File: config.mk
export PLATFORM = sky130hd
export DESIGN_NAME = i2c_eeprom_slave
export DESIGN_NICKNAME = d
export VERILOG_FILES = /design/src/rtl/i2c_ee_pkg.sv /design/src/rtl/i2c_ee_sync.sv /design/src/rtl/i2c_ee_mem.sv /design/src/rtl/i2c_eeprom_slave.sv
export SDC_FILE = /design/constraint.sdc
export NUM_CORES = 2
export LEC_CHECK = 0
export BUFFER_PORTS_ARGS = -buffer_cell sky130_fd_sc_hd__buf_2
export CORE_MARGIN = 2
export CORE_UTILIZATION = 45
export CTS_BUF_LIST = sky130_fd_sc_hd__clkbuf_8
export DETAILED_ROUTE_END_ITERATION = 12
export PLACE_DENSITY = 0.68
export SYNTH_ARGS = -nofsm -noshare
export SYNTH_HDL_FRONTEND = slang
export SYNTH_SLANG_ARGS = --single-unit
File: constraint.sdc
create_clock -name clk_i -period 14.7 [get_ports clk_i]
set_clock_uncertainty 0.15 [all_clocks]
set_input_delay 1.47 -clock clk_i [delete_from_list [all_inputs] [get_ports clk_i]]
set_output_delay 1.47 -clock clk_i [all_outputs]
set_load 0.05 [all_outputs]
File: src/rtl/i2c_ee_pkg.sv
package i2c_ee_pkg;
  typedef enum logic [2:0] {
    ST_IDLE,
    ST_DEV,
    ST_WAH,
    ST_WAL,
    ST_WDAT,
    ST_RDAT
  } ee_state_e;
endpackage

File: src/rtl/i2c_ee_sync.sv
module i2c_ee_sync #(
  parameter int STAGES = 2
) (
  input  logic clk_i,
  input  logic rst_ni,
  input  logic scl_i,
  input  logic sda_i,
  output logic scl_o,
  output logic sda_o,
  output logic scl_rise_o,
  output logic scl_fall_o,
  output logic start_o,
  output logic stop_o
);
  // [0] newest sample, [STAGES-1] synchronised level, [STAGES] previous level
  logic [STAGES:0] scl_q, sda_q;

  always_ff @(posedge clk_i or negedge rst_ni) begin
    if (!rst_ni) begin
      scl_q <= '1;
      sda_q <= '1;
    end else begin
      scl_q <= {scl_q[STAGES-1:0], scl_i};
      sda_q <= {sda_q[STAGES-1:0], sda_i};
    end
  end

  logic scl_prev, sda_prev;
  assign scl_o      = scl_q[STAGES-1];
  assign sda_o      = sda_q[STAGES-1];
  assign scl_prev   = scl_q[STAGES];
  assign sda_prev   = sda_q[STAGES];
  assign scl_rise_o = scl_o & ~scl_prev;
  assign scl_fall_o = ~scl_o & scl_prev;
  assign start_o    = scl_o & scl_prev & sda_prev & ~sda_o;
  assign stop_o     = scl_o & scl_prev & ~sda_prev & sda_o;
endmodule

File: src/rtl/i2c_ee_mem.sv
module i2c_ee_mem #(
  parameter int DEPTH = 256,
  parameter int DW    = 8,
  localparam int AW   = $clog2(DEPTH)
) (
  input  logic          clk_i,
  input  logic          we_i,
  input  logic [AW-1:0] addr_i,
  input  logic [DW-1:0] wdata_i,
  output logic [DW-1:0] rdata_o
);
  logic [DW-1:0] mem_q [DEPTH];

  always_ff @(posedge clk_i) begin
    if (we_i) mem_q[addr_i] <= wdata_i;
  end

  assign rdata_o = mem_q[addr_i];
endmodule

File: src/rtl/i2c_eeprom_slave.sv
module i2c_eeprom_slave
  import i2c_ee_pkg::*;
#(
  parameter int         MEM_BYTES   = 256,
  parameter int         PAGE_BYTES  = 32,
  parameter int         SYNC_STAGES = 2,
  parameter logic [3:0] DEV_TYPE    = 4'b1010
) (
  input  logic       clk_i,
  input  logic       rst_ni,
  input  logic       scl_i,
  input  logic       sda_i,
  input  logic [2:0] strap_i,
  input  logic       wp_i,
  output logic       sda_pull_o,
  output logic       standby_o
);
  localparam int AW = $clog2(MEM_BYTES);
  localparam int PW = $clog2(PAGE_BYTES);

  logic scl_lvl, sda_lvl, scl_rise, scl_fall, start, stop;

  i2c_ee_sync #(.STAGES(SYNC_STAGES)) u_sync (
    .clk_i      (clk_i),
    .rst_ni     (rst_ni),
    .scl_i      (scl_i),
    .sda_i      (sda_i),
    .scl_o      (scl_lvl),
    .sda_o      (sda_lvl),
    .scl_rise_o (scl_rise),
    .scl_fall_o (scl_fall),
    .start_o    (start),
    .stop_o     (stop)
  );

  ee_state_e     state_q;
  logic [3:0]    bit_cnt_q;
  logic [7:0]    rx_q, tx_q, hi_q, rd_data;
  logic [AW-1:0] ptr_q, page_next, word_ptr;
  logic          pull_q, standby_q, mack_q;
  logic          dev_match, wp_block, byte_end, mem_we;
  logic [15:0]   word_full;
  logic          unused_hi;

  assign dev_match = rx_q[7:1] == {DEV_TYPE, strap_i};
  assign wp_block  = wp_i & ptr_q[AW-1];
  assign byte_end  = scl_fall && bit_cnt_q == 4'd8;
  assign mem_we    = state_q == ST_WDAT && byte_end && !wp_block;
  assign word_full = {hi_q, rx_q};
  assign word_ptr  = word_full[AW-1:0];
  assign unused_hi = ^word_full[15:AW];
  assign page_next = {ptr_q[AW-1:PW], ptr_q[PW-1:0] + PW'(1)};

  i2c_ee_mem #(.DEPTH(MEM_BYTES), .DW(8)) u_mem (
    .clk_i   (clk_i),
    .we_i    (mem_we),
    .addr_i  (ptr_q),
    .wdata_i (rx_q),
    .rdata_o (rd_data)
  );

  always_ff @(posedge clk_i or negedge rst_ni) begin
    if (!rst_ni) begin
      state_q   <= ST_IDLE;
      bit_cnt_q <= '0;
      rx_q      <= '0;
      tx_q      <= '0;
      hi_q      <= '0;
      ptr_q     <= '0;
      pull_q    <= 1'b0;
      standby_q <= 1'b1;
      mack_q    <= 1'b0;
    end else if (start) begin
      state_q   <= ST_DEV;
      bit_cnt_q <= '0;
      pull_q    <= 1'b0;
      standby_q <= 1'b0;
    end else if (stop) begin
      state_q   <= ST_IDLE;
      pull_q    <= 1'b0;
      standby_q <= 1'b1;
    end else if (state_q != ST_IDLE) begin
      if (scl_rise) begin
        if (bit_cnt_q != 4'd9) bit_cnt_q <= bit_cnt_q + 4'd1;
        if (bit_cnt_q < 4'd8) rx_q <= {rx_q[6:0], sda_lvl};
        // 9th clock: low line means ACK (own ACK on the address of a read)
        if (bit_cnt_q == 4'd8) mack_q <= ~sda_lvl;
      end
      if (scl_fall) begin
        if (bit_cnt_q == 4'd9) begin
          bit_cnt_q <= '0;
          pull_q    <= 1'b0;
          if (state_q == ST_RDAT) begin
            if (mack_q) begin
              tx_q   <= rd_data;
              pull_q <= ~rd_data[7];
            end else begin
              state_q <= ST_IDLE;
            end
          end
        end else if (bit_cnt_q == 4'd8) begin
          unique case (state_q)
            ST_DEV: begin
              if (dev_match) begin
                pull_q  <= 1'b1;
                state_q <= rx_q[0] ? ST_RDAT : ST_WAH;
              end else begin
                state_q <= ST_IDLE;
              end
            end
            ST_WAH: begin
              hi_q    <= rx_q;
              pull_q  <= 1'b1;
              state_q <= ST_WAL;
            end
            ST_WAL: begin
              ptr_q   <= word_ptr;
              pull_q  <= 1'b1;
              state_q <= ST_WDAT;
            end
            ST_WDAT: begin
              if (!wp_block) begin
                pull_q <= 1'b1;
                ptr_q  <= page_next;
              end
            end
            ST_RDAT: begin
              pull_q <= 1'b0;
              ptr_q  <= ptr_q + AW'(1);
            end
            default: ;
          endcase
        end else if (state_q == ST_RDAT && bit_cnt_q != 4'd0) begin
          pull_q <= ~tx_q[3'd7 - bit_cnt_q[2:0]];
        end
      end
    end
  end

  assign sda_pull_o = pull_q;
  assign standby_o  = standby_q;

  AST_PULL_SCL_LOW: assert property (@(posedge clk_i) disable iff (!rst_ni)
    !$stable(sda_pull_o) |-> !scl_lvl);
  AST_START_RESYNC: assert property (@(posedge clk_i) disable iff (!rst_ni)
    start |=> (state_q == ST_DEV && bit_cnt_q == 4'd0 && !standby_o));
  AST_FOREIGN_NO_ACK: assert property (@(posedge clk_i) disable iff (!rst_ni)
    (state_q == ST_DEV && byte_end && !dev_match) |=> (!sda_pull_o && state_q == ST_IDLE));
  AST_WP_NACK: assert property (@(posedge clk_i) disable iff (!rst_ni)
    (state_q == ST_WDAT && byte_end && wp_i && ptr_q[AW-1]) |=> (!sda_pull_o && $stable(ptr_q)));
  AST_PAGE_STAY: assert property (@(posedge clk_i) disable iff (!rst_ni)
    mem_we |=> ptr_q[AW-1:PW] == $past(ptr_q[AW-1:PW]));
  AST_STOP_STANDBY: assert property (@(posedge clk_i) disable iff (!rst_ni)
    stop |=> (standby_o && !sda_pull_o));
endmodule

==> flow_summary_export.csv <==
group,metric,value,unit
logic_synthesis,ys_async_sr_fraction,1.916,%
route,firstDrtPassIters,7,
floorplanning,rows,155,
route,via_count,38650,
pwr,peakVddDrop,0.0001121,V
logic_synthesis,synth_top_family_by_area,"multiplexers",
outcome,outcome,"completed",
logic_synthesis,yosys_warnings,0,
floorplanning,core,0.1788,mm^2
worst_setup_path,cp-end-kind,"flop",
logic_synthesis,synthFlopType,"edfxtp_1",
cells_and_area,area_growth,10.15,%
sta,finalMaxSlewViolations,0,
sta,worstMarginPinSlew,1.325,ns
worst_setup_path,cp.arrival,6.56,ns
logic_synthesis,synthTopCellsByArea,"edfxtp_1, mux4_2, nor2_1",
floorplanning,die_w,428.6,um
clocking,htree_levels,5,
route,routed_wl,192800,um
pwr,leakagePower,27.51,nW
sta,period_minus_slack,5.779,ns
clocking,cts_made_buffers,327,
logic_synthesis,synth.most_common_cell,"edfxtp_1",
clocking,cts_root_buffer,"clkbuf_8",
clocking,clock_path_buffers,4,
route,drtIter0Drc,5043,
worst_setup_path,r2r_end,"tx_q[7]$_DFFE_PN0P_",
worst_setup_path,r2r_setup_slack,8.92,ns
min_path,hold_class,"flop to flop",
sta,fin_ws,8.921,ns
place,portBuffers,9,
place,dp_hpwl,109900,um
clocking,hold_buffers,0,
logic_synthesis,synth_top_area_share,75.80,%
job,maxCapViolCount,0,
logic_synthesis,synthCells,3573,
pwr,totalPowerFinal,13.00,mW
cells_and_area,layout-drive-gt1-share,28.44,%
worst_setup_path,critPathKind,"flop to flop",
cells_and_area,fillers,13940,
floorplanning,start_util,45.38,%
logic_synthesis,synth_adder_area_share,0.1079,%
logic_synthesis,ys_seq_area_share,77.04,%
logic_synthesis,synth_edf_count,2048,
sta,setup_viol,0,
global_routing,first_global_vias,39020,
floorplanning,ios,10,
pwr,powerDensity,145.5,mW/mm^2
place,dp_slack,9.054,ns
logic_synthesis,yosys.area_share.xor_xnor,0.06477,%
global_routing,grt_max_degree,117,
floorplanning,die_area,0.1837,mm^2
global_routing,grt_pass1_wl,279000,um
worst_setup_path,path_max_fanout,61,
logic_synthesis,yosysTopAreaCell,"edfxtp_1",
clocking,ctsResizeCount,0,
route,post_drt_via_cell_ratio,6.078,
sta,rsz0062_at_grt,"false",
worst_setup_path,ff2ff_path_depth,9,
floorplanning,die_h,428.6,um
worst_setup_path,startpoint,"ptr_q[1]$_DFFE_PN0P_",
route,wl_per_cell,30.33,um
sta,fin_tns_setup,0,ns
logic_synthesis,ys_ff_latch,2088,
route,ant_nets,0,
cells_and_area,postLayoutCoreUtil,49.98,%
clocking,cts_tree,"done",
logic_synthesis,synthMuxAreaShare,17.69,%
logic_synthesis,syn-mean-instance-area,22.71,um^2
route,post-route-drc-count,0,
logic_synthesis,synth.cell_area,0.08114,mm^2
logic_synthesis,syn_nets,3588,
min_path,hold_depth,0,
worst_setup_path,timing.rr.start,"ptr_q[1]$_DFFE_PN0P_",
logic_synthesis,synth-compound-area-share,1.393,%
logic_synthesis,yosysUniqueCellTypes,62,
clocking,clock_latency,1.04,ns
sta,hold_viol,0,
global_routing,grt_overflow,0,
sta,fmax,173.0,MHz
sta,slew-limit-headroom,11.65,%
worst_setup_path,crit_path_start_kind,"flop",
worst_setup_path,crit_path_end,"tx_q[7]$_DFFE_PN0P_",
logic_synthesis,synth-simple-area-share,2.315,%
clocking,cts.sinks,2088,
place,place.gp.congestion,0.8458,
logic_synthesis,ys_top_cells_by_count,"edfxtp_1, mux4_2, nor2_1",
worst_setup_path,required,15.48,ns
sta,timing.final.crit_share,39.31,%
clocking,cts_setup_buffers,0,
clocking,path_clk_slew,0.07,ns
global_routing,track_usage,20.95,%
global_routing,antenna_found_initial,5,
cells_and_area,finalNetCount,3776,
## placed cells by master, fill, tap and decap left out, drive strengths merged, types with 3 or more instances in the layout
master    count
inv         108
nor2b        12
a31oi         9
dfrtp        33
clkinvlp      8
nand4        12
mux4        624
edfxtp     2048
o22ai         7
a22o          6
bufinv        6
dfstp         7
a2111oi       3
mux2         13
nand3b        7
ha            7
a22oi        58
buf          68
clkbuf      334
o41ai         4
nand2b        8
mux2i        14
nor3         13
clkinv      123
o211ai        4
o21ai        18
nor3b         3
nand2        53
nand3        21
or4           4
xnor2         4
and2          4
nor2        286
a21oi        42
## per-stage QoR
stage / std cells / instance area [um^2] / hold slack (ns)
3_5_place_dp: 5787 / 83640 / 0.1992
4_1_cts: 6357 / 89370 / 0.2112
5_1_grt: 6358 / 89370 / 0.2119
6_report: 6359 / 89380 / 0.2099
3_3_place_gp: 5787 / 83640 / 0.1998
2_1_floorplan: 3573 / 81140 / 0.1952
## registers in the layout, indices dropped and copies added (netlist names), 3 cells and up
| register | flops |
|---|---|
| bit_cnt_q | 4 |
| rx_q | 8 |
| state_q | 3 |
| u_mem.mem_q | 2048 |
| tx_q | 8 |
| ptr_q | 8 |
| u_sync.sda_q | 3 |
| u_sync.scl_q | 3 |
## report_power, final
part / switching [mW] / internal, mW / total [mW]
Combinational: 0.768 / 0.171 / 0.939
Sequential: 0.281 / 7.37 / 7.65
Clock: 2.20 / 2.21 / 4.41
Total: 3.25 / 9.75 / 13.0
## how the worst min path moves through the flow
stage / from / end / slack (ns)
after floorplan: u_sync.scl_q[0]$_DFF_PN1_ / u_sync.scl_q[1]$_DFF_PN1_ / 0.20
after CTS: u_sync.scl_q[0]$_DFF_PN1_ / u_sync.scl_q[1]$_DFF_PN1_ / 0.21
after global placement: u_sync.scl_q[0]$_DFF_PN1_ / u_sync.scl_q[1]$_DFF_PN1_ / 0.20
final: u_sync.scl_q[0]$_DFF_PN1_ / u_sync.scl_q[1]$_DFF_PN1_ / 0.21
after global routing: u_sync.scl_q[0]$_DFF_PN1_ / u_sync.scl_q[1]$_DFF_PN1_ / 0.21
after detailed placement: u_sync.scl_q[0]$_DFF_PN1_ / u_sync.scl_q[1]$_DFF_PN1_ / 0.20
## per-layer routing
layer | wire length, um | GRT usage, % | share of wire, % | up-vias
li1 | - | - | - | 15560
met1 | 74700 | 28.60 | 39 | 20570
met2 | 92660 | 32.75 | 48 | 2122
met3 | 18440 | 5.349 | 9.6 | 404
met4 | 6702 | 7.756 | 3.5 | 4
met5 | 341 | 0.4424 | 0.18 | -
## critical path: stages, from the launching register on
cell     delay, ns
dfrtp_4       0.88
buf_4         0.78
buf_4         0.72
buf_4         0.81
mux4_2        0.41
a22oi_1       0.47
a21oi_1       0.15
o41ai_1       0.64
nand4_1       0.21
mux2_2        0.32
## cells by family (layout without fill, tap and decap cells)
group | count (synthesis) | in the layout
AO/OA/AOI/OAI | 167 | 167
XOR/XNOR | 6 | 6
adder cells (fa/ha/maj) | 7 | 7
buffers and inverters | 218 | 647
flip-flops | 2088 | 2088
multiplexers | 651 | 651
other | 0 | 2
AND/OR/NAND/NOR | 436 | 436
## area by class of cell
cell class	count	area (um^2)	share of cell area [%]
Tap cell	2355	2947	3.297
Clock buffer	334	4597	5.143
Clock inverter	236	1132	1.267
Multi-Input combinational cell	1267	17580	19.67
Sequential cell	2088	62550	69.99
Timing Repair Buffer	68	525.5	0.5880
Antenna cell	2	5.005	0.005600
Inverter	9	41.29	0.04620
No activity file was read; power rests on OpenSTA's default activity.
